`src/rtl/crc_lane.sv`:
```
module crc_lane #(
  parameter logic [31:0] POLY_K0 = 32'h04C11DB7,
  parameter logic [31:0] POLY_K1 = 32'hF4ACFB13,
  parameter logic [31:0] POLY_K2 = 32'h00001021,
  parameter logic [31:0] POLY_K3 = 32'h0000001D
) (
  input  logic        clk,
  input  logic        rst_n,
  input  logic        cfg_wr,
  input  logic        cfg_std,
  input  logic [1:0]  cfg_kern,
  input  logic        cfg_refl_in,
  input  logic        cfg_refl_out,
  input  logic        cfg_xor,
  input  logic        cfg_swap,
  input  logic        init_load,
  input  logic        din_valid,
  input  logic [31:0] din,
  output logic [31:0] crc_out,
  output logic [31:0] res_out
);

  logic [1:0]  kern_q;
  logic        ri_q, ro_q, xo_q, sw_q;
  logic [31:0] crc_q, res_q, word, nxt, post;

  function automatic int kw(input logic [1:0] k);
    return (k == 2'd3) ? 8 : (k == 2'd2) ? 16 : 32;
  endfunction

  function automatic logic [31:0] kmask(input logic [1:0] k);
    return (k == 2'd3) ? 32'hFF : (k == 2'd2) ? 32'hFFFF : 32'hFFFF_FFFF;
  endfunction

  function automatic logic [31:0] kpoly(input logic [1:0] k);
    case (k)
      2'd0:    return POLY_K0;
      2'd1:    return POLY_K1;
      2'd2:    return POLY_K2;
      default: return POLY_K3;
    endcase
  endfunction

  function automatic logic [31:0] byte_refl(input logic [31:0] v);
    logic [31:0] r;
    for (int i = 0; i < 32; i++) r[i] = v[(i & ~7) | (7 - (i & 7))];
    return r;
  endfunction

  function automatic logic [31:0] rev32(input logic [31:0] v);
    logic [31:0] r;
    for (int i = 0; i < 32; i++) r[i] = v[31 - i];
    return r;
  endfunction

  function automatic logic [31:0] step(input logic [31:0] c, input logic [31:0] d,
                                       input logic [1:0] k);
    int          sh;
    logic [31:0] a, p;
    sh = 32 - kw(k);
    a  = (c ^ d) << sh;
    p  = kpoly(k) << sh;
    for (int i = 0; i < 32; i++)
      if (i < kw(k)) a = a[31] ? ((a << 1) ^ p) : (a << 1);
    return a >> sh;
  endfunction

  always_comb begin
    word = din & kmask(kern_q);
    if (ri_q) word = byte_refl(word);
    if (sw_q && kern_q != 2'd3)
      word = (kern_q == 2'd2) ? {16'h0, word[7:0], word[15:8]}
                              : {word[7:0], word[15:8], word[23:16], word[31:24]};
  end

  assign nxt  = step(crc_q, word, kern_q);
  assign post = (ro_q ? (rev32(crc_q) >> (32 - kw(kern_q))) : crc_q)
              ^ (xo_q ? kmask(kern_q) : 32'h0);

  always_ff @(posedge clk or negedge rst_n) begin
    if (!rst_n) begin
      kern_q <= 2'd0;
      ri_q   <= 1'b1;
      ro_q   <= 1'b1;
      xo_q   <= 1'b1;
      sw_q   <= 1'b0;
      crc_q  <= 32'hFFFF_FFFF;
      res_q  <= 32'h0;
    end else begin
      res_q <= post;
      if (cfg_wr) begin
        kern_q <= cfg_kern;
        ri_q   <= cfg_std ? (cfg_kern[1] == 1'b0) : cfg_refl_in;
        ro_q   <= cfg_std ? (cfg_kern[1] == 1'b0) : cfg_refl_out;
        xo_q   <= cfg_std ? (cfg_kern != 2'd2)    : cfg_xor;
        sw_q   <= cfg_std ? 1'b0 : cfg_swap;
        crc_q  <= kmask(cfg_kern);
      end else if (init_load) begin
        crc_q <= kmask(kern_q);
      end else if (din_valid) begin
        crc_q <= nxt;
      end
    end
  end

  assign crc_out = crc_q;
  assign res_out = res_q;

endmodule

```
`config.mk`:
```
export PLATFORM = sky130hd
export DESIGN_NAME = crc_lane
export DESIGN_NICKNAME = d
export VERILOG_FILES = /design/src/rtl/crc_lane.sv
export SDC_FILE = /design/constraint.sdc
export NUM_CORES = 1
export LEC_CHECK = 0
export BUFFER_PORTS_ARGS = -buffer_cell sky130_fd_sc_hd__buf_2
export CORE_AREA = 2 2 207 209
export DETAILED_ROUTE_END_ITERATION = 8
export DIE_AREA = 0 0 209 211
export HOLD_SLACK_MARGIN = 0.12
export PLACE_DENSITY = 0.62
export SLEW_MARGIN = 20
export SYNTH_ARGS = -nofsm -noshare
export SYNTH_HDL_FRONTEND = slang
export SYNTH_SLANG_ARGS = --single-unit
```
`constraint.sdc`:
```
create_clock -name clk -period 33.3 [get_ports clk]
set_input_delay 0 -clock clk [delete_from_list [all_inputs] [get_ports clk]]
set_output_delay 0 -clock clk [all_outputs]
set_load 0.05 [all_outputs]
```
==> results.toml <==
[floorplanning]
fp-row-count = 75
starting_density_of_the_core_pct = 48.46
die_area_um2 = 44100
die_x_um = 209
die_height_um = 211
io_pins = 108
core_region_area_um2 = 41760

[timing]
max_slew_margin_pct = 20.01
finalMaxSlewViolations = 0
post_layout_minimum_cycle_time_ps = 16430
fin_setup_tns_ps = 0
max_clock_freq_ghz = 0.06085
final.setup_skew_ps = 4.140
final_min_period_over_clock_period_pct = 49.35
rsz0062_at_grt = "false"
report.final.hold_viol_count = 0
setup_viol = 0
timing_worst_slew_pin_value_ps = 1185

[worst_setup_path]
timing.critical_path.fanout_max = 51
timing.critical_path.slowest_stage_cell = "xnor2_1"
worstSetupPathType = "flip-flop to flip-flop"
worstSetupEndpointType = "flip-flop"
timing.critical_path.from_type = "flip-flop"
cp_data_arrival_time_ps = 16660
cpPeakStageDelay_ps = 930
worstPathRequired_ps = 33530

[clock_network]
post_cts.repair.setup_buffers = 0
cts.clk_slew.worst_paths_ps = 60
worst_skew_pair.late_latency_ps = 330
clock_path_buffers = 2
tritoncts.num_buffers = 9
cts_tree = "built"
cts_sinks = 70
cts_max_level = 3
clk_root_buffer_cell = "clkbuf_16"

[drt]
via_per_instance_ratio = 6.700
drc_errors = 0
drtIter0Drc = 3433
wirelength_um = 95390
wl_per_cell_um = 29.33
count_of_nets_left_with_antenna_violations_after_detail_routing = 0
vias = 21790
drt_pre_antenna_iters = 6

[cells_and_area]
final_cell_area_um2 = 21540
areaGrowthSynthToFinish_pct = 6.454
post_route_cells_drive_above_1_share_pct = 13.43
nNetsFinal = 2759

[logic_synthesis]
commonest_cells_in_the_synthesized_netlist = "xnor2_1 (583), nand2_1 (299), nor2_1 (288)"
postSynth.asyncResetShare_pct = 100.0
synth.top_cell.area_share_pct = 25.23
synth.area.mux_share_pct = 7.413
post_synthesis_instance_area_um2 = 20240
ys_ff_latch = 70
syn-instance-count = 2725
combinational_family_with_the_most_area_after_synthesis = "XOR/XNOR gates"
synth-edff-count = 0
synthTopCellsByArea = "xnor2_1 (25%), nand2_1 (5.5%), nor2_1 (5.3%)"
synth_warnings = 0
synth_compound_gate_area_share_pct = 21.45
synth_area_leader_cell = "xnor2_1"
adder_and_majority_gate_portion_of_the_synthesized_area_pct = 0.5440
post_synth_num_cell_types = 121
synth.yosys.seq_area_share_pct = 8.872
simple_gate_share_of_the_synthesized_area_pct = 19.53
synthMostInstantiatedCell = "xnor2_1"
synth_ff_type = "dfstp_2"
synthesized_nets = 2777
synth-xor-area-share_pct = 36.88
avgSynthCellArea_um2 = 7.427

[grt]
gr-total-overflow = 0
grt_pass1_wl_um = 138700
grt_pass1_vias = 20270
grt_antenna_before_repair = 0
globalRouteTotalUtil_pct = 42.08
grt_max_degree = 104

[placed_design]
numPortBuffers = 107
post-dp-hpwl_um = 70530
routabilityCongestion = 1.054
placed_cell_area_um2 = 21100

[min_path]
hold_class = "primary input to flip-flop"

[flow_run]
max_cap_viol_count = 0

[outcome]
status = "finished, final reports clean"
[worst max-delay path: cells and delay by family (launching register included)]
family	cells	cell delay, ps
AND/OR/NAND/NOR	13	4050
adder cells (fa/ha/maj)	1	470
flip-flops	1	510
AO/OA/AOI/OAI	11	4250
XOR/XNOR	9	4000
multiplexers	4	1440
buffers and inverters	4	1580
[cells by family (layout without fill, tap and decap cells)]
logic type / after synthesis / after routing
other: 0 / 2
DFF: 70 / 70
muxes: 126 / 126
AOI/OAI and AO/OA: 644 / 644
adders and majority gates: 9 / 9
buffers and inverters: 253 / 239
and+or+nand+nor: 860 / 860
xor gates and xnor gates: 763 / 763
[flip-flops by register name, indices dropped and copies added, names as in the netlist]
signal,flops
kern_q,2
xo_q,1
ro_q,1
ri_q,1
res_out,32
sw_q,1
crc_out,32
[layout make-up]
| type | count | area (um2) |
|---|---|---|
| fillers | 4078 | 20210 |
| multi-input cells | 2402 | 17440 |
| flip-flops and latches | 70 | 1795 |
| repair buffers | 195 | 1246 |
| well taps | 539 | 674.4 |
| clock buffers | 14 | 274.0 |
| inverters | 29 | 108.9 |
| clock inverters | 1 | 5.005 |
| diodes | 2 | 5.005 |
[final timing paths]
kind / startpoint / endpoint / slack, ps / cells after the start
min in group asynchronous: rst_n / res_out[25] / 420 / 3
max: kern_q[1] / crc_out[8] / 16870 / 42
max reg2reg: kern_q[1] / crc_out[8] / 16870 / 42
max in group asynchronous: rst_n / res_out[17] / 32290 / 3
min: init_load / crc_out[27] / 130 / 3
min reg2reg: crc_out[20] / crc_out[20] / 550 / 2
[stage by stage]
stage / std cells / worst slack (ps) / utilization (%) / hold WS [ps]
after floorplan: 2725 / 21900 / - / -295.6
after global placement: 3218 / 17670 / 50.52 / 243.3
after detailed placement: 3218 / 17430 / 50.52 / 253.0
after CTS: 3249 / 17330 / 51.57 / 124.3
after global routing: 3250 / 16040 / 51.58 / 154.9
final: 3252 / 16870 / 51.59 / 127.0
[placed cells by master (no fill, tap or decap), types with 14 or more instances in the layout]
master / Yosys / layout
inv_1: 28 / 27
a21o_1: 14 / 14
o21ai_0: 143 / 143
a21oi_1: 149 / 148
a22oi_1: 17 / 17
buf_4: 7 / 70
nor3_1: 42 / 42
and2_1: 19 / 19
mux2i_1: 85 / 85
dfrtp_1: 35 / 35
dlygate4sd3_1: 0 / 16
or3_1: 19 / 19
xor2_1: 121 / 121
o22ai_1: 43 / 43
xnor2_1: 583 / 582
mux4_2: 14 / 14
nand2_1: 299 / 299
nand4_1: 17 / 17
nand2b_1: 14 / 14
buf_2: 26 / 107
dfstp_2: 35 / 35
nor4_1: 16 / 16
a211oi_1: 21 / 21
xnor3_1: 36 / 36
nand3_1: 56 / 56
a31oi_1: 32 / 32
o211ai_1: 36 / 36
mux2_2: 20 / 20
o21ai_1: 14 / 14
nor2_1: 288 / 286
[layer usage]
metal	up-vias	global-route usage (%)	wire [um]
li1	9495	-	-
met1	10386	56.67	38090
met2	1601	64.70	40710
met3	308	8.623	11490
met4	0	19.38	5102
met5	-	0	0
[repair_timing]
action / CTS / global route
hold endpoints to repair: 46 / 0
endpoints found under the setup margin: 0 / 0
hold buffers: 16 / 0
resized for setup: 0 / 0
Power is left out: the tool's default activity adds up to more than one toggle a clock period on the data nets, which glitch-free logic cannot reach.
